## src/rtl/trc_pack_pkg.sv

```systemverilog
`timescale 1ns/1ps
package trc_pack_pkg;
  localparam int STAT_W    = 3;
  localparam int PKT_W     = 16;
  localparam int SLOT_W    = STAT_W + PKT_W + 1;
  localparam int WORD_W    = 32;
  localparam int SLOTS_MAX = 3;
  localparam int CNT_W     = $clog2(SLOTS_MAX + 1);

  typedef enum logic [1:0] {
    MODE_P4  = 2'd0,
    MODE_P8  = 2'd1,
    MODE_P16 = 2'd2,
    MODE_P16X = 2'd3
  } port_mode_e;

  function automatic logic [CNT_W-1:0] slots_of(port_mode_e m);
    case (m)
      MODE_P4: return CNT_W'(3);
      MODE_P8: return CNT_W'(2);
      default: return CNT_W'(1);
    endcase
  endfunction

  function automatic int slot_w_of(port_mode_e m);
    case (m)
      MODE_P4: return 8;
      MODE_P8: return 12;
      default: return SLOT_W;
    endcase
  endfunction
endpackage

```

## src/rtl/trc_slot_fmt.sv

```systemverilog
`timescale 1ns/1ps
module trc_slot_fmt
  import trc_pack_pkg::*;
#(
  parameter logic [STAT_W-1:0] TRIG_CODE = 3'b110
) (
  input  port_mode_e          mode_i,
  input  logic [STAT_W-1:0]   stat_i,
  input  logic [PKT_W-1:0]    pkt_i,
  input  logic                sync_i,
  input  logic                trig_i,
  output logic [SLOT_W-1:0]   slot_o
);
  logic [STAT_W-1:0] stat_eff;
  logic [PKT_W-1:0]  pkt_eff;

  // trigger: status field carries the code, true status moves into packet
  always_comb begin
    stat_eff = trig_i ? TRIG_CODE : stat_i;
    pkt_eff  = trig_i ? {pkt_i[PKT_W-1:STAT_W], stat_i} : pkt_i;
  end

  always_comb begin
    case (mode_i)
      MODE_P4: slot_o = {{(SLOT_W-8){1'b0}}, sync_i, pkt_eff[3:0], stat_eff};
      MODE_P8: slot_o = {{(SLOT_W-12){1'b0}}, sync_i, pkt_eff[7:0], stat_eff};
      default: slot_o = {sync_i, pkt_eff, stat_eff};
    endcase
  end
endmodule

```

## src/rtl/trc_slot_place.sv

```systemverilog
`timescale 1ns/1ps
module trc_slot_place
  import trc_pack_pkg::*;
(
  input  port_mode_e          mode_i,
  input  logic                valid_i,
  input  logic [CNT_W-1:0]    idx_i,
  input  logic [SLOT_W-1:0]   slot_i,
  output logic [WORD_W-1:0]   word_o
);
  logic [WORD_W-1:0] lane_word [SLOTS_MAX];

  for (genvar g = 0; g < SLOTS_MAX; g++) begin : g_lane
    always_comb begin
      lane_word[g] = '0;
      if (valid_i && idx_i == CNT_W'(g))
        lane_word[g] = WORD_W'(slot_i) << (g * slot_w_of(mode_i));
    end
  end

  always_comb begin
    word_o = '0;
    for (int k = 0; k < SLOTS_MAX; k++) word_o = word_o | lane_word[k];
  end
endmodule

```

## src/rtl/trc_pack_ctrl.sv

```systemverilog
`timescale 1ns/1ps
module trc_pack_ctrl
  import trc_pack_pkg::*;
(
  input  logic             clk_i,
  input  logic             rst_ni,
  input  logic [1:0]       mode_i,
  input  logic             valid_i,
  input  logic             flush_i,
  output port_mode_e       mode_eff_o,
  output logic [CNT_W-1:0] cnt_o,
  output logic             emit_o,
  output logic             empty_o
);
  port_mode_e       mode_q;
  logic [CNT_W-1:0] cnt_q, cnt_inc;

  assign empty_o    = (cnt_q == '0);
  assign mode_eff_o = empty_o ? port_mode_e'(mode_i) : mode_q;
  assign cnt_o      = cnt_q;

  always_comb begin
    cnt_inc = cnt_q + CNT_W'(valid_i);
    emit_o  = (cnt_inc == slots_of(mode_eff_o)) || (flush_i && cnt_inc != '0);
  end

  always_ff @(posedge clk_i or negedge rst_ni) begin
    if (!rst_ni) begin
      cnt_q  <= '0;
      mode_q <= MODE_P4;
    end else begin
      cnt_q  <= emit_o ? '0 : cnt_inc;
      mode_q <= mode_eff_o;
    end
  end
endmodule

```

## src/rtl/trc_word_packer.sv

```systemverilog
`timescale 1ns/1ps
module trc_word_packer
  import trc_pack_pkg::*;
#(
  parameter logic [2:0] TRIG_CODE = 3'b110
) (
  input  logic        clk_i,
  input  logic        rst_ni,
  input  logic [1:0]  mode_i,
  input  logic        smp_valid_i,
  input  logic [2:0]  smp_stat_i,
  input  logic [15:0] smp_pkt_i,
  input  logic        smp_sync_i,
  input  logic        smp_trig_i,
  input  logic        flush_i,
  output logic [31:0] word_o,
  output logic        word_we_o,
  output logic        empty_o
);
  port_mode_e        mode_eff;
  logic [CNT_W-1:0]  cnt;
  logic              emit;
  logic [SLOT_W-1:0] slot;
  logic [WORD_W-1:0] placed, acc_q, acc_d, word_q;
  logic              we_q;

  trc_pack_ctrl i_ctrl (
    .clk_i      (clk_i),
    .rst_ni     (rst_ni),
    .mode_i     (mode_i),
    .valid_i    (smp_valid_i),
    .flush_i    (flush_i),
    .mode_eff_o (mode_eff),
    .cnt_o      (cnt),
    .emit_o     (emit),
    .empty_o    (empty_o)
  );

  trc_slot_fmt #(.TRIG_CODE(TRIG_CODE)) i_fmt (
    .mode_i (mode_eff),
    .stat_i (smp_stat_i),
    .pkt_i  (smp_pkt_i),
    .sync_i (smp_sync_i),
    .trig_i (smp_trig_i),
    .slot_o (slot)
  );

  trc_slot_place i_place (
    .mode_i  (mode_eff),
    .valid_i (smp_valid_i),
    .idx_i   (cnt),
    .slot_i  (slot),
    .word_o  (placed)
  );

  assign acc_d = acc_q | placed;

  always_ff @(posedge clk_i or negedge rst_ni) begin
    if (!rst_ni) begin
      acc_q  <= '0;
      word_q <= '0;
      we_q   <= 1'b0;
    end else begin
      acc_q  <= emit ? '0 : acc_d;
      word_q <= emit ? acc_d : '0;
      we_q   <= emit;
    end
  end

  assign word_o    = word_q;
  assign word_we_o = we_q;
endmodule

```

## config.mk

```make
export PLATFORM = sky130hd
export DESIGN_NAME = trc_word_packer
export DESIGN_NICKNAME = d
export VERILOG_FILES = /design/src/rtl/trc_pack_pkg.sv /design/src/rtl/trc_slot_fmt.sv /design/src/rtl/trc_slot_place.sv /design/src/rtl/trc_pack_ctrl.sv /design/src/rtl/trc_word_packer.sv
export SDC_FILE = /design/constraint.sdc
export NUM_CORES = 1
export LEC_CHECK = 0
export BUFFER_PORTS_ARGS = -buffer_cell sky130_fd_sc_hd__buf_2
export CAP_MARGIN = 20
export CORE_MARGIN = 4
export CORE_UTILIZATION = 45
export DETAILED_ROUTE_END_ITERATION = 10
export GPL_ROUTABILITY_DRIVEN = 0
export HOLD_SLACK_MARGIN = 0.03
export PLACE_DENSITY = 0.7
export SETUP_SLACK_MARGIN = 0.1
export SYNTH_ARGS = -nofsm -noshare
export SYNTH_HDL_FRONTEND = slang
export SYNTH_SLANG_ARGS = --single-unit
```

## constraint.sdc

```tcl
create_clock -name clk_i -period 1.8 [get_ports clk_i]
set_clock_uncertainty 0.05 [all_clocks]
set_input_delay 0.09 -clock clk_i [delete_from_list [all_inputs] [get_ports clk_i]]
set_output_delay 0.09 -clock clk_i [all_outputs]
set_load 0.05 [all_outputs]
```

# [Word level (Yosys, flattened, before mapping)]
# Index checks and enable logic that the tools add are counted.
[totals] regBits=69 in_bits=27 output_inout_bits=34 wordCells=37
[op_classes] addsub=1 n_eq_ne=4 shift=2 n_mux=14 bitwise_logic=3 reduce_logical=8
[ops] operator="$mux 32" count=5
[ops] operator="$or 32x32->32" count=3
[ops] operator="$shl 20x32->32" count=2
[ops] operator="$pmux 20 s2" count=1
[ops] operator="$mux 31" count=1
[ops] operator="$mux 20" count=1
[ops] operator="$pmux 5 s2" count=1
[ops] operator="$mux 3" count=2
[ops] operator="$eq 2x1->1 const B" count=2
[ops] operator="$logic_and 1x1->1" count=4
[ops] operator="$logic_not 2->1" count=2
[ops] operator="$mux 2" count=2
[ops] operator="$pmux 2 s2" count=1
[ops] operator="$add 2x1->2" count=1
[ops] operator="$eq 2x2->1" count=1
[ops] operator="$eq 2x2->1 const B" count=1
[ops] operator="$reduce_bool 2->1" count=1
[ops] operator="$logic_or 1x1->1" count=1

# [Longest topological paths before layout]
[depth] word_depth=11 ltp_mapped=8 ltp_nobuf=7

# [By module]
# A second synthesis with hierarchy kept.
[hier_totals] cells_unflattened=290 area_unflattened_um2=3592.2
[by_module_without_submodules] mod="trc_word_packer" instances=1 cells_per_inst=136 area_per_inst_um2=2429.8 seq_area_each_um2=1626.6
[by_module_without_submodules] mod="trc_slot_place" instances=1 cells_per_inst=110 area_per_inst_um2=759.5 seq_area_each_um2=0.0
[by_module_without_submodules] mod="trc_pack_ctrl" instances=1 cells_per_inst=20 area_per_inst_um2=231.5 seq_area_each_um2=100.1
[by_module_without_submodules] mod="trc_slot_fmt" instances=1 cells_per_inst=24 area_per_inst_um2=171.4 seq_area_each_um2=0.0

# [Least setup slack after synthesis]
# Ideal clock, no wire load.
[synth_path] kind="reg-to-reg" from="reg i_ctrl.cnt_q[1], in the netlist i_ctrl.cnt_o[1]" to="reg word_q[15], in the netlist word_o[15]" setup_ns=0.119 arrival_ns=1.824 required_time_ns=1.631 slack_ns=-0.193 path_stages_with_launch=8 path_buffers=1 synth_period_minus_slack_ns=1.993 cell_sequence="dfrtp_1 nor2_4 mux2i_4 xnor2_1 a21oi_4 inv_2 buf_4 and2_1"
[synth_via] elab_chain_len=11 elab_cells_between_ends=28 classes_between="add/sub: 1; eq/ne: 4; shift: 2; mux: 10; bitwise: 3; reduce/logical: 8"
[synth_lines] element="from (decl)" line_no="trc_pack_ctrl.sv:16" text="logic [CNT_W-1:0] cnt_q, cnt_inc;"
[synth_lines] element="from (signal assigned)" line_no="trc_pack_ctrl.sv:32" text="cnt_q <= emit_o ? '0 : cnt_inc;"
[synth_lines] element="$logic_not 2->1 (*)" line_no="trc_pack_ctrl.sv:18" text="assign empty_o = (cnt_q == '0);"
[synth_lines] element="named net empty_o" line_no="trc_word_packer.sv:18" text="output logic empty_o"
[synth_lines] element="$mux 2" line_no="trc_pack_ctrl.sv:19" text="assign mode_eff_o = empty_o ? port_mode_e'(mode_i) : mode_q;"
[synth_lines] element="$eq 2x1->1 or $logic_not 2->1 (tied branches)" line_no="trc_pack_pkg.sv:18, trc_pack_pkg.sv:26, trc_slot_fmt.sv:24"
[synth_lines] element="$pmux 5 s2" line_no="trc_pack_pkg.sv:26" text="case (m)"
[synth_lines] element="$mux 32" line_no="trc_slot_place.sv:16" text="if (valid_i && idx_i == CNT_W'(g))"
[synth_lines] element="$shl 20x32->32" line_no="trc_slot_place.sv:17" text="lane_word[g] = WORD_W'(slot_i) << (g * slot_w_of(mode_i));"
[synth_lines] element="$mux 32" line_no="trc_slot_place.sv:16"
[synth_lines] element="$or 32x32->32 (2 in a row)" line_no="trc_slot_place.sv:23" text="for (int k = 0; k < SLOTS_MAX; k++) word_o = word_o | lane_word[k];"
[synth_lines] element="$or 32x32->32" line_no="trc_word_packer.sv:56" text="assign acc_d = acc_q | placed;"
[synth_lines] element="$mux 32 (*)" line_no="trc_word_packer.sv:65" text="word_q <= emit ? acc_d : '0;"
[synth_lines] element="to (signal assigned)" line_no="trc_word_packer.sv:65"
[synth_lines] element="to (decl)" line_no="trc_word_packer.sv:24" text="logic [WORD_W-1:0] placed, acc_q, acc_d, word_q;"
# The timed path passes the listed nets; every way through them passes the cells marked *. The select of a mux whose other input is x is not followed.

# [Final worst setup path]
[layout_path] from="reg i_ctrl.cnt_q[1], in the netlist i_ctrl.cnt_o[1]" to="reg acc_q[11]"
[layout_via] elab_chain_len=11 elab_cells_between_ends=28 classes_between="add/sub: 1; eq/ne: 4; shift: 2; mux: 10; bitwise: 3; reduce/logical: 8"
[layout_lines] element="$logic_not 2->1 (*)" line_no="trc_pack_ctrl.sv:18"
[layout_lines] element="$mux 2 (*)" line_no="trc_pack_ctrl.sv:19"
[layout_lines] element="named net i_ctrl.mode_eff_o[0]" line_no="trc_pack_ctrl.sv:10" text="output port_mode_e mode_eff_o,"
[layout_lines] element="$eq 2x1->1 or $logic_not 2->1 (tied branches)" line_no="trc_pack_pkg.sv:18, trc_pack_pkg.sv:26, trc_slot_fmt.sv:24"
[layout_lines] element="$pmux 5 s2" line_no="trc_pack_pkg.sv:26"
[layout_lines] element="$mux 32" line_no="trc_slot_place.sv:16"
[layout_lines] element="$shl 20x32->32" line_no="trc_slot_place.sv:17"
[layout_lines] element="$mux 32" line_no="trc_slot_place.sv:16"
[layout_lines] element="$or 32x32->32 (2 in a row)" line_no="trc_slot_place.sv:23"
[layout_lines] element="$or 32x32->32" line_no="trc_word_packer.sv:56"
[layout_lines] element="$mux 32 (*)" line_no="trc_word_packer.sv:64" text="acc_q <= emit ? '0 : acc_d;"
[layout_lines] element="to (signal assigned)" line_no="trc_word_packer.sv:64"
[layout_lines] element="to (decl)" line_no="trc_word_packer.sv:24"
# Marked as above.

==> qor.csv <==
metric,value,unit
Initial Utilization,46.7,%
Setup WS post-layout,-0.104,ns
Area contributors post-synth,"dfrtp_1 (62%), nor2_1 (5.7%), a21oi_1 (5.4%)",
Core ar.,5960,um^2
DR iter-0 viols,123,
"flops & latches, synth",69,
"FFs w/ async S/R, synth",100,%
most frequent cell after synthesis,dfrtp_1,
"CTS clk-pin slew, worst paths",0.07,ns
Critical Path Sink Type,flip-flop,
Slew Limit Fails,0,
vias,2303,
Netlist cell types,40,
Total Wirelength,7290,um
Routed Antenna Nets,0,
crit path DAT,2.09,ns
Post-synth top flop,dfrtp_1,
Net Switching,3.09,mW
vias per cell,5.43,
CP max FO,4,
I/O Buffers,60,
f_max,525,MHz
part of the power in registers,33.4,%
ANT cells,0,
die area,7500,um^2
die height,86.6,um
Sw Ratio,44.8,%
DRC Markers,0,
first-pass GRT wire length,11900,um
Worst-Margin Slew,0.529,ns
Slew headroom,64.7,%
maximum buffer depth of the clock tree,2,
Post-DP Area,3360,um^2
TritonCTS Buffers,9,
vias in the first global route,2445,
"Seq/Total Area, Yosys",62.1,%
Rows,28,
failing checks,setup timing,
Final period util,106,%
"Cell Area, Synth",2780,um^2
Place WS,-0.0893,ns
Initial DRT Pass Iterations,5,
final global-route overflow total,0,
Setup crit start kind,flip-flop,
post-route minimum period,1.90,ns
Clock Latency Late Sink,0.34,ns
initial antenna violation count,0,
unrepaired setup endpoints after global routing,yes,
fin nets,372,
Post-synth top cells,"dfrtp_1 (69), nor2_1 (42), a21oi_1 (30)",
critical path's slowest cell,dfrtp_1,
Cell Pwr Density,1840,nW/um^2
worst hold path type,in -> reg,
CP max stage delay,0.41,ns
clock share of power,16.9,%
Worst EP required,1.99,ns
CP cell instances,"buf_4, nor2_4, mux2i_4, buf_4, inv_1, a221oi_2, o21ai_1, and2_1",
Final Hold Viols,0,
internal power,3.81,mW
Area Growth Syn to Fin,34.7,%
Synth area leader,dfrtp_1,
All-Layer GR Usage,21.3,%
Syn Nets,278,
WL/cell,17.2,um
Horiz. Die Dim,86.6,um
Leakage,1.89,nW
number of synthesized flops with an enable pin,0,
TritonCTS clock tree,built,
layout cells sized above 1,39.5,%
Synth Instances,250,
# Max-Cap Violations,0,
Worst VDD drop,1270,uV
Setup CP Type,reg -> reg,
# setup viols final,37,
H-tree levels,3,
Filler Cell Count,497,
run status,"finished, violations left",
final cell area excluding filler cells,3740,um^2
Post-DP HPWL,5020,um
Yosys top cell area share,62.1,%
TritonCTS Sinks,69,
"most used cell, CP",buf_4,
Syn Area/Cell,11.1,um^2
I/O Pins,61,
CTS Root Cell,clkbuf_8,
logic gate share of total power,49.7,%
Ys Warns,0,
largest net degree at the start of global routing,37,
==> power by group through the flow <==
stage | Combinational [mW] | Sequential (mW) | Clock, mW
2_1_floorplan | 1.30 | 3.25 | 0
3_3_place_gp | 3.16 | 2.31 | 0
3_5_place_dp | 3.21 | 2.32 | 0
4_1_cts | 3.39 | 2.30 | 1.19
5_1_grt | 3.65 | 2.36 | 1.27
6_report | 3.43 | 2.30 | 1.17
==> area by class of cell <==
cell class | instances | area (um^2) | area share [%]
Clock buffer | 11 | 151 | 4.04
Timing Repair Buffer | 94 | 626 | 16.7
Tap cell | 75 | 93.8 | 2.51
Multi-Input combinational cell | 163 | 1080 | 29.0
Inverter | 7 | 26.3 | 0.702
Sequential cell | 69 | 1730 | 46.2
Clock inverter | 5 | 33.8 | 0.902
==> logic make-up after synthesis <==
family                     Yosys count  share of synthesized area [%]
AOI/OAI and AO/OA                   60                           13.8
xor gates and xnor gates             2                          0.630
adders and majority gates            1                          0.450
buffers and inverters               18                           2.84
DFF                                 69                           62.1
muxes                                8                           3.51
and+or+nand+nor                     92                           16.7
==> worst max-delay path: cells and delay by family (launching register included) <==
| family | cells | cell delay [ns] |
|---|---|---|
| buf+inv | 3 | 0.36 |
| flops | 1 | 0.41 |
| simple gates | 2 | 0.32 |
| compound gates | 2 | 0.35 |
| mux | 1 | 0.30 |
==> state kept, by name, summed over array words and instances, names as in the netlist <==
register       flops
acc_q             32
word_o            32
i_ctrl.cnt_o       2
i_ctrl.mode_q      2
word_we_o          1
==> timing repair <==
action / in CTS / in global routing
gates resized for setup: 21 / 7
hold buffers: 7 / 0
buffers inserted: 3 / 0
pin swaps: 3 / 7
endpoints found under the setup margin: 66 / 66
endpoints found under the hold margin: 29 / 0
==> worst paths after layout <==
kind | start | depth (start not counted) | slack, ns | end
hold reg to reg | acc_q[6] | 2 | 0.43 | acc_q[6]
min in group asynchronous | rst_ni | 2 | 0.20 | acc_q[14]
setup reg to reg | i_ctrl.cnt_o[1] | 8 | -0.10 | acc_q[11]
hold / removal | smp_pkt_i[8] | 3 | 0.03 | word_o[31]
setup / recovery | i_ctrl.cnt_o[1] | 8 | -0.10 | acc_q[11]
max in group asynchronous | rst_ni | 3 | 0.91 | acc_q[9]
==> per-stage QoR <==
| stage | power (mW) | utilization, % | setup TNS, ns | instances | hold slack [ns] |
|---|---|---|---|---|---|
| 6_report | 6.90 | 62.9 | -1.23 | 424 | 0.0342 |
| 4_1_cts | 6.88 | 62.5 | -0.568 | 424 | 0.0322 |
| 5_1_grt | 7.29 | 62.9 | -3.76 | 424 | 0.0432 |
| 3_5_place_dp | 5.54 | 56.5 | -0.976 | 398 | 0.0475 |
| 2_1_floorplan | 4.55 | - | -6.61 | 250 | -0.256 |
| 3_3_place_gp | 5.47 | 56.5 | -0.155 | 398 | 0.0398 |
==> cells in the final DEF, fill, tap and decap left out, types with 4 or more instances in the layout <==
cell type,netlist,layout
a21oi_1,30,24
a21oi_2,0,6
a221oi_1,8,4
a221oi_2,0,4
and2_1,19,18
buf_2,6,60
buf_4,1,20
buf_6,0,4
clkbuf_8,0,11
dfrtp_1,69,68
dlygate4sd3_1,0,7
inv_1,6,6
nand2_1,10,9
nor2_1,42,42
o21ai_1,0,4
o22ai_1,5,5
==> metal layers <==
metal  track usage, %  up-vias  share of wire [%]
met5                0        -                  0
met4             10.8        0                2.7
met3             4.28       18                5.9
met2             35.0       85                 49
met1             26.7     1141                 42
li1                 -     1059                  -
Note: power is estimated with default switching activity, not from simulation.
